--- config.mk ---
export PLATFORM = sky130hd
export DESIGN_NAME = lpm_mode_ctrl
export DESIGN_NICKNAME = d
export VERILOG_FILES = /design/src/rtl/lpm_pkg.sv /design/src/rtl/lpm_ctrl_reg.sv /design/src/rtl/lpm_clk_sel.sv /design/src/rtl/lpm_next_mode.sv /design/src/rtl/lpm_mode_fsm.sv /design/src/rtl/lpm_mode_ctrl.sv
export SDC_FILE = /design/constraint.sdc
export NUM_CORES = 1
export LEC_CHECK = 0
export ABC_AREA = 1
export BUFFER_PORTS_ARGS = -buffer_cell sky130_fd_sc_hd__buf_2
export CAP_MARGIN = 25
export CORE_MARGIN = 2
export CORE_UTILIZATION = 40
export DETAILED_ROUTE_END_ITERATION = 8
export GPL_TIMING_DRIVEN = 1
export MAX_ROUTING_LAYER = met4
export PLACE_DENSITY = 0.72
export SETUP_SLACK_MARGIN = 0.2
export SLEW_MARGIN = 20
export SYNTH_ARGS = -nofsm -noshare
export SYNTH_HDL_FRONTEND = slang
export SYNTH_SLANG_ARGS = --single-unit
--- constraint.sdc ---
create_clock -name clk -period 1.05 [get_ports clk]
set_clock_uncertainty 0.1 [all_clocks]
set_input_delay 0.21 -clock clk [delete_from_list [all_inputs] [get_ports clk]]
set_output_delay 0.21 -clock clk [all_outputs]
set_load 0.01 [all_outputs]
--- src/rtl/lpm_pkg.sv ---
// Package with the types shared by the mode controller: the mode codes, the
// layout of the control register and its reset value.
// Assumes an 8-bit register with the field order the sequencing logic relies on.
package lpm_pkg;

    typedef enum logic [2:0] {
        MODE_HIGH     = 3'd0,
        MODE_MED      = 3'd1,
        MODE_SUBACT   = 3'd2,
        MODE_SLEEP    = 3'd3,
        MODE_SUBSLEEP = 3'd4,
        MODE_STANDBY  = 3'd5,
        MODE_WATCH    = 3'd6
    } lpm_mode_e;

    typedef struct packed {
        logic       direct;    // bit 7: direct transfer between main clock and subclock
        logic       lowspd;    // bit 6: prefer the subclock side
        logic       fast_smp;  // bit 5: fast noise-filter sampling
        logic       sub_off;   // bit 4: subclock disabled
        logic       med_sel;   // bit 3: medium-speed select
        logic       rsvd;      // bit 2: always zero
        logic [1:0] mult;      // bits 1:0: multiplier code
    } lpm_ctl_t;

    localparam logic [1:0] MULT_RSVD = 2'b11;
    localparam lpm_ctl_t   CTL_RESET = '{direct: 1'b0, lowspd: 1'b0, fast_smp: 1'b0,
                                         sub_off: 1'b0, med_sel: 1'b0, rsvd: 1'b0,
                                         mult: 2'b01};

endpackage

--- src/rtl/lpm_ctrl_reg.sv ---
// Control register of the mode controller.
// What it does: takes a full-width write and keeps the multiplier field
// unchanged when the reserved code is written. Bit 2 is forced to zero.
// Assumes a synchronous active-low reset and one writer.
module lpm_ctrl_reg
    import lpm_pkg::*;
#(
    parameter int DATA_W = 8
) (
    input  logic              clk,
    input  logic              rst_n,
    input  logic              wr_en_i,
    input  logic [DATA_W-1:0] wr_data_i,
    output lpm_ctl_t          ctl_o,
    output logic [DATA_W-1:0] rd_data_o
);

    lpm_ctl_t ctl_q;
    lpm_ctl_t wr_view;

    // Interpret the write data with the register layout.
    assign wr_view = lpm_ctl_t'(wr_data_i[$bits(lpm_ctl_t)-1:0]);

    // Register update: field-wise load, reserved multiplier code filtered out.
    always_ff @(posedge clk) begin
        if (!rst_n) begin
            ctl_q <= CTL_RESET;
        end else if (wr_en_i) begin
            ctl_q.direct   <= wr_view.direct;
            ctl_q.lowspd   <= wr_view.lowspd;
            ctl_q.fast_smp <= wr_view.fast_smp;
            ctl_q.sub_off  <= wr_view.sub_off;
            ctl_q.med_sel  <= wr_view.med_sel;
            ctl_q.rsvd     <= 1'b0;
            ctl_q.mult     <= (wr_view.mult == MULT_RSVD) ? ctl_q.mult : wr_view.mult;
        end
    end

    assign ctl_o     = ctl_q;
    assign rd_data_o = DATA_W'(ctl_q);

    // the reserved multiplier code is never stored.
    p_mult_legal_r3: assert property (@(posedge clk) disable iff (!rst_n)
        ctl_q.mult != MULT_RSVD);

    // a write of the reserved code leaves the field as it was.
    p_rsvd_keep_r3: assert property (@(posedge clk) disable iff (!rst_n)
        (wr_en_i && wr_data_i[1:0] == MULT_RSVD) |=> $stable(ctl_q.mult));

    // bit 2 always reads zero.
    p_bit2_zero_r2: assert property (@(posedge clk) disable iff (!rst_n)
        rd_data_o[2] == 1'b0);

endmodule

--- src/rtl/lpm_clk_sel.sv ---
// Decodes the clock-related register fields into output values.
// What it does: the multiplier code becomes a one-hot factor and the
// sampling select becomes a divider value.
// Assumes the register never holds the reserved multiplier code.
module lpm_clk_sel
    import lpm_pkg::*;
#(
    parameter int MULT_W   = 3,
    parameter int DIV_W    = 6,
    parameter int DIV_SLOW = 32,
    parameter int DIV_FAST = 4
) (
    input  logic              clk,
    input  logic              rst_n,
    input  lpm_ctl_t          ctl_i,
    output logic [MULT_W-1:0] mult_o,
    output logic [DIV_W-1:0]  smp_div_o
);

    // Multiplier factor: a power of two given by the code.
    always_comb begin
        mult_o = MULT_W'(1) << ctl_i.mult;
    end

    // Sampling divider selection.
    always_comb begin
        smp_div_o = ctl_i.fast_smp ? DIV_W'(DIV_FAST) : DIV_W'(DIV_SLOW);
    end

    // the factor is always a single power of two.
    p_mult_onehot_r4: assert property (@(posedge clk) disable iff (!rst_n)
        $countones(mult_o) == 1);

endmodule

--- src/rtl/lpm_next_mode.sv ---
// Combinational next-mode decision of the controller.
// What it does: from the current mode, the strobes and the register flags it
// gives the next mode. It also flags when the current main-clock mode must be
// saved for the later return.
// Assumes the SLEEP strobe and the wake event are single-cycle and already qualified.
module lpm_next_mode
    import lpm_pkg::*;
(
    input  lpm_mode_e cur_i,
    input  lpm_mode_e saved_i,
    input  logic      sleep_i,
    input  logic      stby_i,
    input  logic      wake_i,
    input  lpm_ctl_t  ctl_i,
    output lpm_mode_e nxt_o,
    output logic      save_o
);

    logic sub_ok;

    // A move onto the subclock side needs high-speed and a running subclock.
    assign sub_ok = (cur_i == MODE_HIGH) && !ctl_i.sub_off;

    // Mode decision table.
    always_comb begin
        nxt_o  = cur_i;
        save_o = 1'b0;
        unique case (cur_i)
            MODE_HIGH, MODE_MED: begin
                nxt_o = ctl_i.med_sel ? MODE_MED : MODE_HIGH;
                if (sleep_i) begin
                    if (!stby_i) begin
                        if (ctl_i.direct && ctl_i.lowspd) begin
                            if (sub_ok) nxt_o = MODE_SUBACT;
                        end else begin
                            nxt_o  = MODE_SLEEP;
                            save_o = 1'b1;
                        end
                    end else begin
                        if (ctl_i.lowspd) begin
                            if (sub_ok) nxt_o = MODE_WATCH;
                        end else begin
                            nxt_o  = MODE_STANDBY;
                            save_o = 1'b1;
                        end
                    end
                end
            end
            MODE_SUBACT: begin
                if (sleep_i) begin
                    if (stby_i)                              nxt_o = MODE_WATCH;
                    else if (ctl_i.direct && !ctl_i.lowspd)  nxt_o = MODE_HIGH;
                    else                                     nxt_o = MODE_SUBSLEEP;
                end
            end
            MODE_SLEEP, MODE_STANDBY: begin
                if (wake_i) nxt_o = saved_i;
            end
            MODE_SUBSLEEP: begin
                if (wake_i) nxt_o = MODE_SUBACT;
            end
            MODE_WATCH: begin
                if (wake_i) nxt_o = ctl_i.lowspd ? MODE_SUBACT : MODE_HIGH;
            end
            default: nxt_o = MODE_HIGH;
        endcase
    end

endmodule

--- src/rtl/lpm_mode_fsm.sv ---
// Mode state register and the saved main-clock mode.
// What it does: loads the decided next mode every cycle. It records the
// running main-clock mode whenever sleep or standby is entered.
// Assumes the next-mode decision comes from lpm_next_mode.
module lpm_mode_fsm
    import lpm_pkg::*;
(
    input  logic      clk,
    input  logic      rst_n,
    input  lpm_mode_e nxt_i,
    input  logic      save_i,
    output lpm_mode_e mode_o,
    output lpm_mode_e saved_o
);

    lpm_mode_e mode_q;
    lpm_mode_e saved_q;

    // Current mode register.
    always_ff @(posedge clk) begin
        if (!rst_n) mode_q <= MODE_HIGH;
        else        mode_q <= nxt_i;
    end

    // Return slot for sleep and standby.
    always_ff @(posedge clk) begin
        if (!rst_n)      saved_q <= MODE_HIGH;
        else if (save_i) saved_q <= mode_q;
    end

    assign mode_o  = mode_q;
    assign saved_o = saved_q;

    // the return slot only ever holds a main-clock mode.
    p_saved_main_r10: assert property (@(posedge clk) disable iff (!rst_n)
        saved_q == MODE_HIGH || saved_q == MODE_MED);

endmodule

--- src/rtl/lpm_mode_ctrl.sv ---
// Top of the low-power mode transition controller.
// What it does: joins the control register, the clock-field decode, the
// next-mode decision and the mode register.
// Assumes sleep_i and wake_i are single-cycle strobes synchronous to clk.
module lpm_mode_ctrl
    import lpm_pkg::*;
#(
    parameter int DATA_W   = 8,
    parameter int MAX_MULT = 4,
    parameter int DIV_SLOW = 32,
    parameter int DIV_FAST = 4,
    localparam int MULT_W  = $clog2(MAX_MULT + 1),
    localparam int DIV_W   = $clog2(DIV_SLOW + 1)
) (
    input  logic              clk,
    input  logic              rst_n,
    input  logic              wr_en_i,
    input  logic [DATA_W-1:0] wr_data_i,
    output logic [DATA_W-1:0] rd_data_o,
    input  logic              sleep_i,
    input  logic              standby_sel_i,
    input  logic              wake_i,
    output logic [2:0]        mode_o,
    output logic [MULT_W-1:0] mult_o,
    output logic [DIV_W-1:0]  smp_div_o
);

    lpm_ctl_t  ctl;
    lpm_mode_e mode_cur;
    lpm_mode_e mode_saved;
    lpm_mode_e mode_nxt;
    logic      save_main;

    lpm_ctrl_reg #(.DATA_W(DATA_W)) u_reg (
        .clk       (clk),
        .rst_n     (rst_n),
        .wr_en_i   (wr_en_i),
        .wr_data_i (wr_data_i),
        .ctl_o     (ctl),
        .rd_data_o (rd_data_o)
    );

    lpm_clk_sel #(
        .MULT_W   (MULT_W),
        .DIV_W    (DIV_W),
        .DIV_SLOW (DIV_SLOW),
        .DIV_FAST (DIV_FAST)
    ) u_clk (
        .clk       (clk),
        .rst_n     (rst_n),
        .ctl_i     (ctl),
        .mult_o    (mult_o),
        .smp_div_o (smp_div_o)
    );

    lpm_next_mode u_nxt (
        .cur_i   (mode_cur),
        .saved_i (mode_saved),
        .sleep_i (sleep_i),
        .stby_i  (standby_sel_i),
        .wake_i  (wake_i),
        .ctl_i   (ctl),
        .nxt_o   (mode_nxt),
        .save_o  (save_main)
    );

    lpm_mode_fsm u_fsm (
        .clk     (clk),
        .rst_n   (rst_n),
        .nxt_i   (mode_nxt),
        .save_i  (save_main),
        .mode_o  (mode_cur),
        .saved_o (mode_saved)
    );

    assign mode_o = mode_cur;

    // a dormant mode holds until a wake event arrives.
    p_dormant_hold_r12: assert property (@(posedge clk) disable iff (!rst_n)
        ((mode_cur == MODE_SLEEP || mode_cur == MODE_SUBSLEEP ||
          mode_cur == MODE_STANDBY || mode_cur == MODE_WATCH) && !wake_i)
        |=> $stable(mode_cur));

    // sub-sleep always wakes into sub-active.
    p_subsleep_wake_r10: assert property (@(posedge clk) disable iff (!rst_n)
        (mode_cur == MODE_SUBSLEEP && wake_i) |=> mode_cur == MODE_SUBACT);

    // leaving watch with the low-speed flag clear lands in high-speed.
    p_watch_exit_r11: assert property (@(posedge clk) disable iff (!rst_n)
        (mode_cur == MODE_WATCH && wake_i && !ctl.lowspd) |=> mode_cur == MODE_HIGH);

    // medium-speed never moves onto the subclock side.
    p_med_guard_r8: assert property (@(posedge clk) disable iff (!rst_n)
        (mode_cur == MODE_MED) |=> (mode_cur != MODE_SUBACT && mode_cur != MODE_WATCH));

    // only the seven defined mode codes appear.
    p_mode_legal_r1: assert property (@(posedge clk) disable iff (!rst_n)
        mode_o != 3'd7);

endmodule

==> impl_metrics.yaml, run 1 <==
place:
  globalplace.congestion: 0.884
  dpl_cell_area_sq_um: 977
  pre_cts_ws_ns: -0.133
  dp.cells: 169
  port_buffers: 27
  dpl.hpwl_um: 1320
route:
  drt_iter0_drc: 7
  drc: 0
  drt_wl_total_um: 1870
  routed_wire_length_per_instance_um: 10.5
  drtAntennaViolNets: 0
  route.vias.total: 850
  detail_route.vias_per_cell: 4.78
  drtPass1Iterations: 4
layout:
  filler_cell_count: 156
  fin_area_sq_um: 1170
  final_cells: 178
  nNetsFinal: 168
  layout.area.seq_sq_um: 288
  multi_input_area_sq_um: 429
  drive_gt1_frac: 0.542
  diodes: 0
  area_delta_synth_final_pct: 60.4
  layout_common_cells: "nor2_1 (18), nand2_1 (18), buf_2 (16)"
critical_path:
  cp.required_ns: 0.74
  critPathLaunchType: "flop"
  r2r_slack_ns: -0.13
  crit_fanout: 4
  worstPathArrival_ns: 0.88
  endpoint_kind: "primary output"
  crit_type: "reg -> out"
power:
  peakVddDrop_v: 0.000916
  power.total_w: 0.00164
  p_per_area_nw_per_um2: 1410
  p_leak_nw: 0.571
synth:
  synth_cell_types: 19
  synth_area_sq_um: 729
  yosysSeqAreaShare: 0.357
  synth-seq-cells: 13
  synth.top_cell.area_share: 0.357
  synth_area_leader_cell: "dfxtp_1"
  yosysWarningCount: 0
  synth_top_family_by_area: "simple AND/OR/NAND/NOR gates"
  synth_compound_gate_area_share: 0.101
  avgSynthCellArea_sq_um: 6.63
  synth_fa_ha_area_frac: 0
  synthTopCellsByArea: "dfxtp_1 (36%), nor2_1 (11%), nand2_1 (9.8%), buf_4 (6.2%), inv_1 (5.1%)"
  muxShareOfSynthArea: 0
  synthCells: 110
  synth_xor_area_frac: 0
  yosys.area_share.simple: 0.398
floorplanning:
  die_h_um: 46.7
  coreArea_sq_um: 1730
  die-area_sq_um: 2180
  initial_utilization: 0.422
  io_pins: 34
  rows: 15
  die_w_um: 46.7
global_route:
  grt_pass1_vias: 726
  grt.total_usage: 0.216
  overflow: 0
  grt_max_degree: 12
  grt_antenna_before_repair: 0
  grt_pass1_wl_um: 3110
sta:
  holdWs_ns: 0.0635
  layout_setup_ws_ns: -0.144
  hold_violations: 0
  fin_crit_sh: 1.14
  rsz0062_at_grt: "true"
  setup_viol: 20
  fin_crit_ns: 1.19
  fmax_ghz: 0.837
  report.final.slew_viol_count: 0
job:
  cap_viol_max_count: 0
hold_path:
  hold_path.class: "in -> reg"
clocking:
  root_buffer: "clkbuf_4"
  clock_sinks: 13
  htree_levels: 1
  clkSlewWorstSetupHoldPaths_ns: 0.08
  hold_buffers: 0
  cts_buffer_depth: 2
  cts_tree: "done"
  clock_latency_ns: 0.27
  cts_inserted_buffers: 3
status:
  status: "finished with violations"
  violations: "setup timing"
through the flow:
stage                     utilization  TNS (ns)
after CTS                       0.653     -1.77
final                           0.678     -1.58
after global routing            0.678     -2.77
after detailed placement        0.566    -0.485
after global placement          0.566    -0.398
after floorplan                     -    -0.153
power by group:
| group | switching (W) | total (W) | internal, W |
|---|---|---|---|
| Combinational | 0.000356 | 0.000700 | 0.000344 |
| Clock | 0.000160 | 0.000307 | 0.000147 |
| Sequential | 0.0000800 | 0.000637 | 0.000557 |
| Total | 0.000595 | 0.00164 | 0.00105 |
state kept, by name, summed over array words and instances (netlist names):
| name | cells |
|---|---|
| u_fsm.saved_o | 3 |
| u_fsm.mode_o | 3 |
| u_reg.ctl_o | 7 |
logic make-up (layout without fill, tap and decap cells):
| logic type | Yosys count | in the layout |
|---|---|---|
| AO/OA/AOI/OAI | 14 | 14 |
| flip-flops | 13 | 13 |
| other | 1 | 5 |
| buffers and inverters | 21 | 60 |
| AND/OR/NAND/NOR | 61 | 61 |
cell usage after synthesis (all sizes together):
library cell,n
buf,6
inv,14
o21ai,7
nand2,22
dfxtp,13
nor2,25
clkbuf,1
nand4,4
nand3b,1
nand3,9
conb,1
a21oi,7
worst max-delay path, stage by stage (launching register included):
cell     delay, ns
dfxtp_4       0.38
inv_2         0.04
nor2_2        0.06
buf_2         0.13
metal layers:
metal	routed length (um)	GRT usage	vias up
li1	-	-	426
met1	778	0.240	382
met2	938	0.350	38
met3	111	0.0588	4
met4	38	0.117	0
met5	0	-	-
worst paths after layout:
check	startpoint	end	depth (start not counted)
worst min-delay path	wr_data_i[7]	u_reg.ctl_o[7]$_SDFFE_PN0P_	3
worst max-delay path	u_reg.ctl_o[1]$_SDFFE_PN0P_	mult_o[2]	3
worst max register to register	u_fsm.mode_o[2]$_SDFFE_PN0P_	u_fsm.mode_o[2]$_SDFFE_PN0P_	7
worst min register to register	u_fsm.saved_o[1]$_SDFFE_PN0P_	u_fsm.saved_o[1]$_SDFFE_PN0P_	2
area by class of cell:
cell class	count	area share
clock buffers	4	0.0225
inverters	14	0.0471
multi-input cells	80	0.367
flip-flops and latches	13	0.246
well taps	25	0.0267
repair buffers	42	0.291
what timing repair did:
| item | 4_1_cts | 5_1_grt |
|---|---|---|
| buffers inserted | 5 | 0 |
| setup endpoints to repair | 21 | 27 |
| gates resized for setup | 22 | 16 |
| cloned | 0 | 0 |
| pin swaps | 1 | 2 |
Power figures use the tool's default switching activity.
==> run 2, diff against run 1 <==
--- a/config.mk
+++ b/config.mk
@@ -8,12 +8,13 @@
 export ABC_AREA = 1
 export BUFFER_PORTS_ARGS = -buffer_cell sky130_fd_sc_hd__buf_2
 export CAP_MARGIN = 25
-export CORE_MARGIN = 2
+export CORE_MARGIN = 5
 export CORE_UTILIZATION = 40
 export DETAILED_ROUTE_END_ITERATION = 8
 export GPL_TIMING_DRIVEN = 1
 export MAX_ROUTING_LAYER = met4
 export PLACE_DENSITY = 0.72
+export RECOVER_POWER = 25
 export SETUP_SLACK_MARGIN = 0.2
 export SLEW_MARGIN = 20
 export SYNTH_ARGS = -nofsm -noshare
==> impl_metrics.yaml, run 2 (synthesized netlist as in run 1, its figures left out) <==
route:
  drt_wl_total_um: 2100
  drc: 0
  drtAntennaViolNets: 0
  drtPass1Iterations: 4
  detail_route.vias_per_cell: 4.80
  route.vias.total: 868
  drt_iter0_drc: 14
  routed_wire_length_per_instance_um: 11.6
place:
  dpl_cell_area_sq_um: 965
  port_buffers: 27
  dpl.hpwl_um: 1460
  globalplace.congestion: 0.846
job:
  cap_viol_max_count: 0
power:
  p_leak_nw: 0.591
  peakVddDrop_v: 0.000925
  p_per_area_nw_per_um2: 1450
sta:
  rsz0062_at_grt: "true"
  layout_setup_ws_ns: -0.198
  fin_crit_sh: 1.19
  fmax_ghz: 0.801
  hold_violations: 0
  setup_viol: 18
  report.final.slew_viol_count: 0
  fin_crit_ns: 1.25
floorplanning:
  die_w_um: 52.7
  die_h_um: 52.7
  die-area_sq_um: 2780
  io_pins: 34
  initial_utilization: 0.422
  rows: 15
  coreArea_sq_um: 1730
clocking:
  hold_buffers: 0
  root_buffer: "clkbuf_4"
  clock_latency_ns: 0.27
  clkSlewWorstSetupHoldPaths_ns: 0.07
  cts_tree: "done"
  clock_sinks: 13
  htree_levels: 1
  cts_buffer_depth: 2
  cts_inserted_buffers: 3
layout:
  diodes: 0
  area_delta_synth_final_pct: 70.2
  fin_util: 0.719
  fin_area_sq_um: 1240
  filler_cell_count: 148
  nNetsFinal: 171
  largest_reg_flops: 7
  layout_common_cells: "buf_6 (21), nand2_1 (16), nor2_1 (15), buf_2 (15)"
  layout_commonest_cell: "buf_6"
  drive_gt1_frac: 0.590
global_route:
  grt_pass1_vias: 771
  overflow: 0
  grt.total_usage: 0.158
  grt_antenna_before_repair: 0
  grt_max_degree: 12
  grt_pass1_wl_um: 3150
hold_path:
  hold_path.class: "in -> reg"
critical_path:
  cp.required_ns: 1.15
  crit_fanout: 6
  endpoint_kind: "flop"
  critPathLaunchType: "flop"
  worstPathArrival_ns: 1.35
  crit_type: "reg -> reg"
status:
  status: "finished with violations"
  violations: "setup timing"
[run 2: changes by cell type in the layout (fill, tap and decap cells not counted), moves of 2 or more]
cell	delta
nand2_1	-2
nor2_4	+2
nand2_2	+2
buf_6	+7
nor2_1	-3
buf_4	-2
[run 2: routing by layer]
metal  up-vias  wire, um  global-route usage
met5         -         0                   -
met4         0        23              0.0638
met3         4       145              0.0342
met2        36      1080               0.269
met1       397       849               0.179
li1        431         -                   -
[run 2: critical path, stage by stage, from the launching register on]
cell     delay (ns)
dfxtp_4        0.38
nor2_4         0.18
buf_6          0.12
buf_6          0.09
nand3_4        0.06
nand3_2        0.08
nand2_2        0.05
a21oi_2        0.12
[run 2: through the flow]
stage	setup TNS, ns	power, W	worst slack, ns	std cells	hold WS, ns
2_1_floorplan	-0.153	0.000985	-0.0555	114	0.245
3_3_place_gp	-0.394	0.00118	-0.105	169	0.324
3_5_place_dp	-0.656	0.00120	-0.162	169	0.327
4_1_cts	-1.74	0.00164	-0.168	177	0.0530
5_1_grt	-3.23	0.00193	-0.284	181	0.0689
6_report	-2.18	0.00179	-0.198	181	0.0619
[run 2: worst paths after layout]
check | cells past startpoint | startpoint | to | slack, ns
worst max-delay path | 7 | u_fsm.mode_o[1]$_SDFFE_PN0P_ | u_fsm.mode_o[0]$_SDFFE_PN0P_ | -0.20
worst min-delay path | 3 | wr_data_i[7] | u_reg.ctl_o[7]$_SDFFE_PN0P_ | 0.06
worst max register to register | 7 | u_fsm.mode_o[1]$_SDFFE_PN0P_ | u_fsm.mode_o[0]$_SDFFE_PN0P_ | -0.20
worst min register to register | 2 | u_fsm.saved_o[1]$_SDFFE_PN0P_ | u_fsm.saved_o[1]$_SDFFE_PN0P_ | 0.34
[run 2: report_power, final]
part | total (W) | internal (W) | leakage (nW) | switching, W
Sequential | 0.000643 | 0.000557 | 0.112 | 0.0000859
Clock | 0.000298 | 0.000147 | 0.0150 | 0.000150
Combinational | 0.000853 | 0.000438 | 0.465 | 0.000415
Total | 0.00179 | 0.00114 | 0.591 | 0.000651
[run 2: timing repair]
item                                    4_1_cts  5_1_grt
setup buffers                                 4        4
gates resized for setup                      29       24
pin swaps                                     4        9
endpoints found under the setup margin       22       26
[run 2: cell type report]
cell class / instances / area [sq um] / area share
Inverter: 14 / 52.6 / 0.0423
Clock buffer: 4 / 26.3 / 0.0212
Tap cell: 25 / 31.3 / 0.0252
Multi-Input combinational cell: 80 / 464 / 0.374
Sequential cell: 13 / 288 / 0.232
Timing Repair Buffer: 45 / 379 / 0.305
